**src/rtl/phacc_sck_pkg.sv**
```systemverilog
package phacc_sck_pkg;

    localparam int ACC_W_DEF  = 12;
    localparam int FREQ_W_DEF = 16;

    typedef enum logic {
        EDGE_FALL = 1'b0,
        EDGE_RISE = 1'b1
    } edge_sel_e;

    typedef struct packed {
        logic      idle_lvl;
        edge_sel_e launch_edge;
        edge_sel_e latch_edge;
    } edge_cfg_t;

    typedef struct packed {
        logic sck;
        logic launch;
        logic latch;
    } sck_out_t;

endpackage

```
**src/rtl/phacc_step_norm.sv**
```systemverilog
module phacc_step_norm
    import phacc_sck_pkg::*;
#(
    parameter int ACC_W  = ACC_W_DEF,
    parameter int FREQ_W = FREQ_W_DEF
) (
    input  logic              clk,
    input  logic              rst,
    input  logic [FREQ_W-1:0] word,
    input  logic              dbl,
    output logic [ACC_W:0]    step
);
    localparam int UNIT = 1 << (ACC_W - 1);

    logic [ACC_W-1:0] w_small;

    always_comb begin
        if (word == '0)
            w_small = ACC_W'(1);
        else if (word > FREQ_W'(UNIT))
            w_small = ACC_W'(UNIT);
        else
            w_small = word[ACC_W-1:0];
    end

    assign step = dbl ? {w_small, 1'b0} : {1'b0, w_small};

    // the step is never zero and never exceeds one full accumulator wrap
    p_step_range_r4: assert property (@(posedge clk) disable iff (rst)
        (step != '0) && (step <= (ACC_W+1)'(2 * UNIT)));

endmodule

```
**src/rtl/phacc_accum.sv**
```systemverilog
module phacc_accum
    import phacc_sck_pkg::*;
#(
    parameter int ACC_W = ACC_W_DEF
) (
    input  logic           clk,
    input  logic           rst,
    input  logic           en,
    input  logic           clr_on_start,
    input  logic [ACC_W:0] step,
    output logic           tick
);
    logic [ACC_W-1:0] acc_q;
    logic             en_q;
    logic             start;
    logic [ACC_W-1:0] base;
    logic [ACC_W:0]   sum;

    assign start = en && !en_q;
    assign base  = (start && clr_on_start) ? '0 : acc_q;
    assign sum   = {1'b0, base} + step;
    assign tick  = en && sum[ACC_W];

    always_ff @(posedge clk) begin
        if (rst) begin
            acc_q <= '0;
            en_q  <= 1'b0;
        end else begin
            en_q <= en;
            if (en)
                acc_q <= sum[ACC_W-1:0];
        end
    end

    // phase is frozen while no transfer runs
    p_hold_idle_r2: assert property (@(posedge clk) disable iff (rst)
        !en |=> (acc_q == $past(acc_q)));

    // a cleared start lands the phase on the low bits of the step
    p_restart_phase_r6: assert property (@(posedge clk) disable iff (rst)
        (start && clr_on_start) |=> (acc_q == $past(step[ACC_W-1:0])));

endmodule

```
**src/rtl/phacc_edges.sv**
```systemverilog
module phacc_edges
    import phacc_sck_pkg::*;
(
    input  logic      clk,
    input  logic      rst,
    input  logic      en,
    input  logic      tick,
    input  edge_cfg_t cfg,
    output sck_out_t  out
);
    sck_out_t  q;
    logic      nxt_lvl;

    assign nxt_lvl = !q.sck;

    always_ff @(posedge clk) begin
        if (rst || !en) begin
            q.sck    <= cfg.idle_lvl;
            q.launch <= 1'b0;
            q.latch  <= 1'b0;
        end else if (tick) begin
            q.sck    <= nxt_lvl;
            q.launch <= (nxt_lvl == logic'(cfg.launch_edge));
            q.latch  <= (nxt_lvl == logic'(cfg.latch_edge));
        end else begin
            q.launch <= 1'b0;
            q.latch  <= 1'b0;
        end
    end

    assign out = q;

    // after an idle cycle the clock rests at the polarity level
    p_idle_level_r9: assert property (@(posedge clk) disable iff (rst)
        !en |=> (q.sck == $past(cfg.idle_lvl)));

    // launch strobe only together with an SCK change in the chosen direction
    p_launch_edge_r7: assert property (@(posedge clk) disable iff (rst)
        q.launch |-> ((q.sck != $past(q.sck)) && (q.sck == $past(logic'(cfg.launch_edge)))));

    // latch strobe only together with an SCK change in the chosen direction
    p_latch_edge_r8: assert property (@(posedge clk) disable iff (rst)
        q.latch |-> ((q.sck != $past(q.sck)) && (q.sck == $past(logic'(cfg.latch_edge)))));

endmodule

```
**src/rtl/phacc_sck_gen.sv**
```systemverilog
module phacc_sck_gen
    import phacc_sck_pkg::*;
#(
    parameter int ACC_W  = ACC_W_DEF,
    parameter int FREQ_W = FREQ_W_DEF
) (
    input  logic              clk,
    input  logic              rst,
    input  logic              en,
    input  logic [FREQ_W-1:0] freq_word,
    input  logic              dbl_rate,
    input  logic              restart_en,
    input  logic              cpol,
    input  logic              launch_rise,
    input  logic              latch_rise,
    output logic              sck,
    output logic              launch_stb,
    output logic              latch_stb
);
    logic [ACC_W:0] step;
    logic           tick;
    edge_cfg_t      cfg;
    sck_out_t       outs;

    assign cfg.idle_lvl    = cpol;
    assign cfg.launch_edge = edge_sel_e'(launch_rise);
    assign cfg.latch_edge  = edge_sel_e'(latch_rise);

    phacc_step_norm #(.ACC_W(ACC_W), .FREQ_W(FREQ_W)) u_norm (
        .clk  (clk),
        .rst  (rst),
        .word (freq_word),
        .dbl  (dbl_rate),
        .step (step)
    );

    phacc_accum #(.ACC_W(ACC_W)) u_accum (
        .clk          (clk),
        .rst          (rst),
        .en           (en),
        .clr_on_start (restart_en),
        .step         (step),
        .tick         (tick)
    );

    phacc_edges u_edges (
        .clk  (clk),
        .rst  (rst),
        .en   (en),
        .tick (tick),
        .cfg  (cfg),
        .out  (outs)
    );

    assign sck        = outs.sck;
    assign launch_stb = outs.launch;
    assign latch_stb  = outs.latch;

    // an edge never appears without an enabled transfer
    p_edge_needs_en_r3: assert property (@(posedge clk) disable iff (rst)
        (sck != $past(sck)) |-> ($past(en) || ($past(cpol) != $past(sck))));

endmodule

```
**config.mk**
```make
export PLATFORM = sky130hd
export DESIGN_NAME = phacc_sck_gen
export DESIGN_NICKNAME = d
export VERILOG_FILES = /design/src/rtl/phacc_sck_pkg.sv /design/src/rtl/phacc_step_norm.sv /design/src/rtl/phacc_accum.sv /design/src/rtl/phacc_edges.sv /design/src/rtl/phacc_sck_gen.sv
export SDC_FILE = /design/constraint.sdc
export NUM_CORES = 1
export LEC_CHECK = 0
export BUFFER_PORTS_ARGS = -buffer_cell sky130_fd_sc_hd__buf_4
export CORE_MARGIN = 2
export CORE_UTILIZATION = 50
export CTS_BUF_LIST = sky130_fd_sc_hd__clkbuf_4 sky130_fd_sc_hd__clkbuf_8 sky130_fd_sc_hd__clkbuf_16
export DETAILED_ROUTE_END_ITERATION = 12
export GPL_TIMING_DRIVEN = 0
export PLACE_DENSITY = 0.76
export SLEW_MARGIN = 15
export SYNTH_ARGS = -nofsm -noshare
export SYNTH_HDL_FRONTEND = slang
export SYNTH_SLANG_ARGS = --single-unit
export TNS_END_PERCENT = 30
```
**constraint.sdc**
```tcl
create_clock -name clk -period 3.3 [get_ports clk]
set_input_delay 0.495 -clock clk [delete_from_list [all_inputs] [get_ports clk]]
set_output_delay 0.495 -clock clk [all_outputs]
set_load 0.02 [all_outputs]
```
==> summary.txt <==
Synthesized Nets: 209
Clock Tree Buf Depth: 2
Post-synth EDFFs: 1
Final period util: 93.7%
number of DRC markers in iteration 0: 55
clk slew on worst S/H paths: 0.11 ns
max_cap viols: 0
Final Skew: 0.0137 ns
Total Die Area: 3280 um^2
gr ovfl total: 0
sequential area share after synthesis: 23.3%
Die Height: 57.3 um
antenna violations before repair: 0
Ys Warns: 0
critical path endpoint category: flip-flop
startpoint types: primary input
leakage: 0.000857 uW
Period minus WS final: 3.09 ns
first-pass GRT wire length: 5930 um
Initial Utilization: 51.9%
Post-Syn Area per Cell: 8.26 um^2
Syn Inst Count: 172
core area: 2730 um^2
critical-path cell list: buf_4 > nor4_2 > nand3_1 > a21o_1 > clkbuf_1 > nor2_1 > ha_1 > a211oi_2 > nor3b_2 > o211ai_1 > a21oi_1 > o21ai_0
crit-path max cell delay: 0.38 ns
Critical Path Fanout Max: 10
Post-Syn Area: 1420 um^2
CTS Hold Bufs: 0
num rows: 19
Hold Vio Cnt, Final: 0
Yosys cell types: 46
FFs w/ async S/R, synth: 0%
RD Place Congestion: 0.815
Final Core Density: 62.8%
Num CTS Buffers: 3
Nets: 240
design area: 1720 um^2
top cell type's share of synthesized area: 21.1%
synthesized flop and latch total: 16
Worst-Margin Slew: 0.454 ns
share of cells above drive strength 1: 21.3%
DR vias: 1,456
H-tree depth: 1
Synth area leader: dfxtp_1
I/O Pins: 27
placed insts: 228
first drt pass iteration count: 4
input/output buffers: 25
chip width: 57.3 um
top cells by area in the synthesized netlist: dfxtp_1, ha_1, mux2i_1
Slowest-stage cell, CP: nor4_2
Non-Filler Instances: 233
Routed wire per std cell: 15.5 um
Finish-stage setup viols: 0
Pwr Density: 246 nW/um^2
status: finished, final reports clean
Area Growth Syn to Fin: 20.9%
DR DRC count: 0
HP Class: flip-flop to flip-flop
vias per cell: 6.25
Clk Latency, worst-skew pair: 0.30 ns
Antenna Violating Nets Remaining: 0
Slew HR: 69.6%
WS Path Type: primary input to flip-flop
flop-to-flop setup slack: 0.50 ns
top_reg_cell synth: dfxtp_1
total wire length: 3620 um
achievable frequency: 323 MHz
Slew Viols, Final: 0
Sink Count: 16
CTS tree: yes
ANT cells: 0
setup tns final: 0 ns
Post-DP Area: 1650 um^2
pin count of the biggest net entering global routing: 11
DP HPWL: 2730 um
vias in the first global route: 1,420
Required @ worst endpoint: 3.31 ns
root buffer cell: clkbuf_4
GR Util All Layers: 22.5%
VDD IR-drop max: 0.222 mV
Arr. time, crit path: 3.10 ns
## cell families after synthesis
logic type | count (synthesis) | share of synthesized area [%]
simple gates | 68 | 25.9
flops | 16 | 23.3
fa+ha+maj | 13 | 12.0
mux | 12 | 8.46
compound gates | 48 | 24.1
xor+xnor | 5 | 3.08
buf+inv | 10 | 3.26
## per-layer routing
layer / part of all wire [%] / GRT usage, %
met1: 42 / 26.9
met2: 48 / 40.6
met3: 6.7 / 2.72
met4: 3.0 / 9.30
met5: 0 / 0
## registers in the layout, indices dropped and copies added, names as in the netlist
signal         cells
u_accum.acc_q     12
u_edges.out        3
u_accum.en_q       1
## path summary, 6_finish.rpt
check	startpoint	endpoint	cells after the start
worst min register to register	u_accum.acc_q[5]$_SDFFE_PP0P_	u_accum.acc_q[5]$_SDFFE_PP0P_	2
worst max-delay path	freq_word[5]	u_edges.out[2]$_DFFE_PP_	12
worst max register to register	u_accum.en_q$_SDFF_PP0_	u_edges.out[2]$_DFFE_PP_	9
worst min-delay path	u_accum.acc_q[5]$_SDFFE_PP0P_	u_accum.acc_q[5]$_SDFFE_PP0P_	2
## cell usage after synthesis, types with 2 or more instances
library cell / number
mux2i_1: 12
a311o_1: 2
o21ai_0: 8
clkbuf_1: 3
xor2_1: 3
nor2_1: 19
a21o_2: 2
xnor2_1: 2
nor4_1: 4
dfxtp_1: 15
or3_1: 3
a21o_1: 8
and2_1: 12
o21a_1: 2
inv_1: 3
and3_1: 2
ha_1: 12
a31oi_1: 2
nand2_1: 11
a21oi_1: 9
a211oi_1: 2
nor3_1: 3
o22ai_1: 2
nand3b_1: 3
nand3_1: 5
and4b_1: 2
a32o_1: 2
## final cells by class
type | instances | area (um^2)
Buffer | 6 | 32.5
Clock buffer | 4 | 30.0
Fill cell | 229 | 1020
Inverter | 4 | 15.0
Multi-Input combinational cell | 146 | 1070
Sequential cell | 16 | 330
Tap cell | 31 | 38.8
Timing Repair Buffer | 26 | 195
## critical path: cells and delay by family
family	cells	cell delay [ns]
simple gates	4	0.85
compound gates	5	1.12
fa+ha+maj	1	0.31
buf+inv	2	0.31
## cells in the final DEF (no fill, tap or decap), types with 3 or more instances in the layout
master    netlist  routed
buf_4           0      26
nor2_1         19      19
dfxtp_1        15      15
mux2i_1        12      12
and2_1         12      12
ha_1           12      12
nand2_1        11      11
a21oi_1         9       9
a21o_1          8       8
o21ai_0         8       7
nand3_1         5       5
clkbuf_4        0       4
nor3_1          3       3
clkbuf_1        3       3
nand3b_1        3       3
inv_1           3       3
or3_1           3       3
xor2_1          3       3
## report_power, final
part           leakage [uW]  switching (uW)  internal, uW  total [uW]
registers          0.000132            3.37           201         204
clock network     0.0000184            66.7          55.2         122
logic              0.000706            51.1          44.9        96.0
total              0.000857             121           301         422
## metrics by stage
| stage | setup WS [ns] | power (uW) | hold WS, ns |
|---|---|---|---|
| after global placement | -0.315 | 295 | 0.442 |
| after floorplan | 0.130 | 258 | 0.434 |
| after global routing | -0.0436 | 444 | 0.485 |
| after CTS | 0.0224 | 421 | 0.473 |
| after detailed placement | -0.469 | 300 | 0.450 |
| final | 0.207 | 422 | 0.466 |
## what timing repair did
item,CTS,global route
resized for setup,1,6
endpoints found under the setup margin,5,6
cloned,0,0
pin swaps,0,1
setup buffers,0,1
Note: power is estimated with default switching activity, not from simulation.
